--- src/rtl/sertx_fifo.sv ---
module sertx_fifo #(
  parameter int DEPTH = 16
) (
  input  logic       clk,
  input  logic       rst_n,
  input  logic       clk_stop,
  input  logic       baud_tick,
  input  logic       wr_en,
  input  logic [7:0] wr_data,
  input  logic       data8,
  input  logic       stop2,
  input  logic       par_en,
  input  logic       par_odd,
  input  logic       cts,
  output logic       txd,
  output logic       empty_req,
  output logic       overflow
);
  localparam int AW = (DEPTH > 1) ? $clog2(DEPTH) : 1;
  localparam int CW = $clog2(DEPTH + 1);

  logic [7:0]    mem [DEPTH];
  logic [AW-1:0] rd_ptr, wr_ptr;
  logic [CW-1:0] count;
  logic          active;
  logic [10:0]   sh;
  logic [3:0]    rem;
  logic [10:0]   frame;

  wire       run       = !clk_stop;
  wire       full      = (count == CW'(DEPTH));
  wire       wr_ok     = run && wr_en && !full;
  wire       pop       = run && baud_tick && cts && (count != '0) && (!active || rem == 4'd0);
  wire [7:0] head      = mem[rd_ptr];
  wire [7:0] dmask     = data8 ? head : {1'b0, head[6:0]};
  wire       pbit      = (^dmask) ^ par_odd;
  wire [3:0] nbits     = 4'd8 + {3'b0, data8} + {3'b0, par_en} + {3'b0, stop2};

  always_comb begin
    case ({data8, par_en})
      2'b11:   frame = {2'b11, pbit, head};
      2'b10:   frame = {3'b111, head};
      2'b01:   frame = {3'b111, pbit, head[6:0]};
      default: frame = {4'b1111, head[6:0]};
    endcase
  end

  assign empty_req = (count == '0);

  always_ff @(posedge clk) begin
    if (wr_ok) mem[wr_ptr] <= wr_data;
  end

  always_ff @(posedge clk) begin
    if (!rst_n) begin
      wr_ptr   <= '0;
      rd_ptr   <= '0;
      count    <= '0;
      overflow <= 1'b0;
    end else begin
      if (wr_ok) wr_ptr <= (wr_ptr == AW'(DEPTH - 1)) ? '0 : wr_ptr + 1'b1;
      if (pop)   rd_ptr <= (rd_ptr == AW'(DEPTH - 1)) ? '0 : rd_ptr + 1'b1;
      if (wr_ok && !pop)      count <= count + 1'b1;
      else if (pop && !wr_ok) count <= count - 1'b1;
      if (run && wr_en && full) overflow <= 1'b1;
    end
  end

  always_ff @(posedge clk) begin
    if (!rst_n) begin
      active <= 1'b0;
      txd    <= 1'b1;
      sh     <= '1;
      rem    <= '0;
    end else if (run && baud_tick) begin
      if (pop) begin
        active <= 1'b1;
        txd    <= 1'b0;
        sh     <= frame;
        rem    <= nbits;
      end else if (active && rem != 4'd0) begin
        txd <= sh[0];
        sh  <= {1'b1, sh[10:1]};
        rem <= rem - 4'd1;
      end else begin
        active <= 1'b0;
        txd    <= 1'b1;
      end
    end
  end
endmodule


--- config.mk ---
export PLATFORM = sky130hd
export DESIGN_NAME = sertx_fifo
export DESIGN_NICKNAME = d
export VERILOG_FILES = /design/src/rtl/sertx_fifo.sv
export SDC_FILE = /design/constraint.sdc
export NUM_CORES = 1
export LEC_CHECK = 0
export CORE_MARGIN = 2
export CORE_UTILIZATION = 55
export DETAILED_ROUTE_END_ITERATION = 12
export GPL_TIMING_DRIVEN = 1
export PLACE_DENSITY_LB_ADDON = 0.15
export SYNTH_ARGS = -nofsm -noshare
export SYNTH_HDL_FRONTEND = slang
export SYNTH_SLANG_ARGS = --single-unit
--- constraint.sdc ---
create_clock -name clk -period 3.15 [get_ports clk]
set_input_delay 0.315 -clock clk [delete_from_list [all_inputs] [get_ports clk]]
set_output_delay 0.315 -clock clk [all_outputs]
set_load 0.02 [all_outputs]
### Word level (Yosys, flattened, before mapping)

Memories as Yosys holds them, arrays and structs flattened. A register that Yosys moved wholly into a read port is not among the register bits.
Index checks and enable logic that the tools add are counted.

* register bits: 31
* RAM bits: 128
* input port bits: 18
* output and inout bits: 3
* logic and storage cells: 68
* memories kept: 1

* add/subtract/negate cells: 8
* equal/unequal tests: 7
* multiplexer cells: 18
* bitwise operators: 1
* reductions and logical operators: 25

Memories
* mem: words 16, bits a word 8, rd ports 1, clocked after Yosys merged registers in 1, wr ports 1, line 22 `logic [7:0] mem [DEPTH];`

Operator list (number)
* 9-bit one-hot mux with 3 select lines: 1
* 4-bit two-way mux: 6
* 11-bit two-way mux: 2
* 1-bit logical AND: 10
* 5-bit two-way mux: 2
* 4-bit by 1-bit adder with 4-bit output: 2
* 4-bit by 1-bit adder with 4-bit output (second input constant): 2
* 4-bit equality test (second input constant): 2
* 8-bit two-way mux: 1
* 8-bit parity: 1
* 1-bit two-way mux: 6
* 5-bit by 1-bit adder with 5-bit output (second input constant): 1
* 5-bit equality test (second input constant): 1
* 1-bit zero test: 5
* 5-bit zero test: 1
* 5-bit nonzero test: 1
* 5-bit by 1-bit subtractor with 5-bit output (second input constant): 1
* 4-bit by 1-bit adder with 4-bit output (first input constant): 1
* 2-bit equality test (second input constant): 2
* 4-bit zero test: 1
* 2-bit AND reduction: 2
* 2-bit nonzero test: 2
* 4-bit nonzero test: 1
* 4-bit by 1-bit subtractor with 4-bit output (second input constant): 1
* other kinds (4): 4

### Depth between registers and ports, before layout

* depth in word-level cells: 8
* mapped depth: 14
* depth with buffers taken out: 13

### Worst setup path before layout

Ideal clock, no wire load.

* path kind: reg-to-reg
* start point: register count[0]
* end point: register count[4]
* library setup time: 76 ps
* data arrival time: 3113 ps
* data required time: 3074 ps
* path slack: -38 ps
* stages on the path, launching flop included: 14
* buffers on the path: 1
* clock period less this slack: 3188 ps
* cell sequence: dfxtp_1 -> or4_1 -> o21ai_1 -> nor3_1 -> inv_2 -> clkbuf_1 -> ha_1 -> inv_1 -> ha_1 -> a21o_1 -> a21oi_1 -> xnor2_1 -> or3_1 -> a21boi_0

* word-level cells in the longest chain between the ends: 6
* elaborated cells on any way between the ends: 15
* classes of those cells: add/sub: 2; eq/ne: 1; mux: 2; reduce/logical: 10

RTL lines
* start, declared: line 24 `logic [CW-1:0] count;`
* start signal, assigned: line 63 `if (wr_ok && !pop) count <= count + 1'b1;`
* start signal, assigned: line 64 `else if (pop && !wr_ok) count <= count - 1'b1;`
* parallel branches: the longest is 6 deep, another holds 5-bit by 1-bit subtractor with 5-bit output

Parallel ways; which one is timed is not known. The select of a mux whose other input is x is not followed.
A chain may end at the register's enable or synchronous reset.

### Worst setup path after layout

Ends and elaborated chain as after synthesis.

==> run metrics <==
num rows=40; slowest stage cell, crit path=or4_1; Critical Path Max Stage Delay=0.57 ns; crit path DAT=3.28 ns; Placed Cells=606; setup TNS=0 ns; Tcrit/Tclk final=0.9292; clock transition at the registers of the reported paths=0.06 ns; starting density of the core=0.5615; Post-Layout Inst Area=7825 µm²; via count=3771; final hold vios=0; clock root buffer=clkbuf_16; Synthesized Nets=464; VDD IR-drop max=0.4264 mV; synth warn=0; first drt pass iteration count=4; Synth Register Bits=161; Design Power=4.981 mW; initial antenna violation count=0; final worst path period need=2.927 ns; vias in the first global route=3788; DR vias/cell=5.911; Post-Route WL=13080 µm; number of synthesized flops with an enable pin=128; FMAX=341.6 MHz; post-layout util=0.6515; CP startpoint kind=flop; WL/cell=20.50 µm; final worst slack=0.2230 ns; HPWL after DPL=8608 µm; GRT overflow=0; Final GP Congestion=0.8032; dpl ws=0.1726 ns; Max FO, Critical Path=5; Area Growth Syn to Fin=16.03%; CP cell instances=or4_1, o21ai_2, nor3_1, inv_2, ha_1, inv_1, ha_1, a21o_1, a21oi_1, xnor2_1, or3_1, a21boi_0; die span in x=114.7 µm; register area share after synthesis=0.6679; NumNets Final=513; crit-path most repeated cell=ha_1; Synth Flop Type=edfxtp_1; Data required, critical path=3.50 ns; core area=12010 µm²; Syn Area/Cell=15.72 µm²; Die H=114.7 µm; global-route wire length before repair=20900 µm; RSZ-0062 raised after global routing=no; Tot GR Track Use=0.2176; Post-Synthesis Cells=429; Syn Std Cell Area=6744 µm²; drc violations=0; Worst-Skew Late Latency=0.43 ns; remaining antenna violation count=0; Final Max Slew Viols=0; Async SR Flop Fraction=0; CP endpoint kind=flop; largest net degree at the start of global routing=30; Relative slew margins=0.3752; Synth cell types=49; number of port buffers=20; CTS Sinks=161; Worst Path Buf+Inv=2; share of cells above drive strength 1=0.1833; delay-heaviest family, CP=simple AND/OR/NAND/NOR gates; hold buffers post-CTS=0; clock skew=0.007152 ns; Post-DP Area=7246 µm²; Num CTS Buffers=17; Layout Cells excl Fill=638; H-tree depth=4; Power Dens Cells=636.6 nW/µm²; CP Class=reg2reg; Hold Crit Class=reg2reg; worst hold slack=0.4664 ns; outcome=finished clean; Final Setup Violations=0; P_leak=2.638 nW; CTS tree=built; Bufs on Longest Clock Path=2; initial DRC count=293; worst slew pin tran=0.9343 ns; final antenna diode count=0; I/O pin cnt=21; die area=13160 µm²; max cap viols=0
[layer usage]
layer | wire (µm) | global-route usage | part of all wire | up-vias
met1 | 5960 | 0.3144 | 0.46 | 1896
li1 | - | - | - | 1759
met3 | 673 | 0.04375 | 0.051 | 23
met2 | 6164 | 0.3286 | 0.47 | 93
met4 | 279 | 0.09157 | 0.021 | 0
met5 | 0 | 0 | 0 | -
[cells in the final DEF (no fill, tap or decap), types with 12 or more instances in the layout]
cell type,count
edfxtp_1,128
nand2_1,34
dfxtp_1,32
buf_4,28
mux4_2,26
nor2_1,23
clkdlybuf4s50_1,20
clkbuf_16,17
ha_1,15
mux2i_1,14
a21oi_1,12
o21ai_0,12
[layout make-up]
| class | count | area (µm²) |
|---|---|---|
| clock buffer | 17 | 425.4 |
| clock inverter | 15 | 150.1 |
| fill | 862 | 4187 |
| inverter | 12 | 45.04 |
| multi-input combinational | 237 | 2085 |
| sequential | 161 | 4506 |
| tap | 147 | 183.9 |
| timing repair buffer | 49 | 430.4 |
[worst reg2reg max path: cells and delay by family (launching register included)]
family | cells | cell delay, ns
fa+ha+maj | 2 | 0.55
buf+inv | 2 | 0.17
simple gates | 3 | 0.99
compound gates | 4 | 0.72
flops | 1 | 0.35
xor+xnor | 1 | 0.09
[logic make-up (layout without fill, tap and decap cells)]
| kind of cell | count (synthesis) | in the layout | synth area share |
|---|---|---|---|
| adder cells (fa/ha/maj) | 17 | 17 | 0.03377 |
| multiplexers | 43 | 43 | 0.1193 |
| AND/OR/NAND/NOR | 99 | 99 | 0.06790 |
| AO/OA/AOI/OAI | 64 | 64 | 0.06531 |
| flip-flops | 161 | 161 | 0.6679 |
| buffers and inverters | 31 | 93 | 0.02356 |
| XOR/XNOR | 14 | 14 | 0.02226 |
[cells in the mapped netlist, drive strengths merged (7+ instances only)]
cell type / count / share of area
buf: 7 / 0.010
clkbuf: 12 / 0.0067
inv: 12 / 0.0067
dfxtp: 33 / 0.098
o21ai: 14 / 0.010
nand2: 34 / 0.019
mux2i: 14 / 0.021
nand3: 11 / 0.0082
a21oi: 12 / 0.0089
and2: 8 / 0.0074
xnor2: 10 / 0.013
mux4: 29 / 0.099
nor2: 23 / 0.013
ha: 15 / 0.028
edfxtp: 128 / 0.57
[state kept, by name, indices dropped and copies added, names as in the netlist, named ones only]
| signal | flops |
|---|---|
| active | 1 |
| rem | 4 |
| txd | 1 |
| wr_ptr | 4 |
| mem | 128 |
| sh | 9 |
| count | 5 |
| rd_ptr | 4 |
| overflow | 1 |
[repair_timing]
item	in CTS	in global routing
buffers inserted	0	0
setup endpoints to repair	0	1
gates resized for setup	0	1
[final timing paths]
kind | slack, ns | depth (start not counted) | start | to
max | 0.22 | 12 | count[0]$_SDFFE_PN0P_ | count[4]$_SDFFE_PN0P_
min | 0.47 | 1 | overflow$_SDFFE_PN0P_ | overflow$_SDFFE_PN0P_
max reg2reg | 0.22 | 12 | count[0]$_SDFFE_PN0P_ | count[4]$_SDFFE_PN0P_
min reg2reg | 0.47 | 1 | overflow$_SDFFE_PN0P_ | overflow$_SDFFE_PN0P_
[report_power, final]
| group | internal, mW | switching (mW) | total (mW) |
|---|---|---|---|
| clock network | 1.11 | 0.878 | 1.99 |
| logic | 0.287 | 0.300 | 0.587 |
| registers | 2.35 | 0.0536 | 2.41 |
| total | 3.75 | 1.23 | 4.98 |
Note: power is estimated with default switching activity, not from simulation.
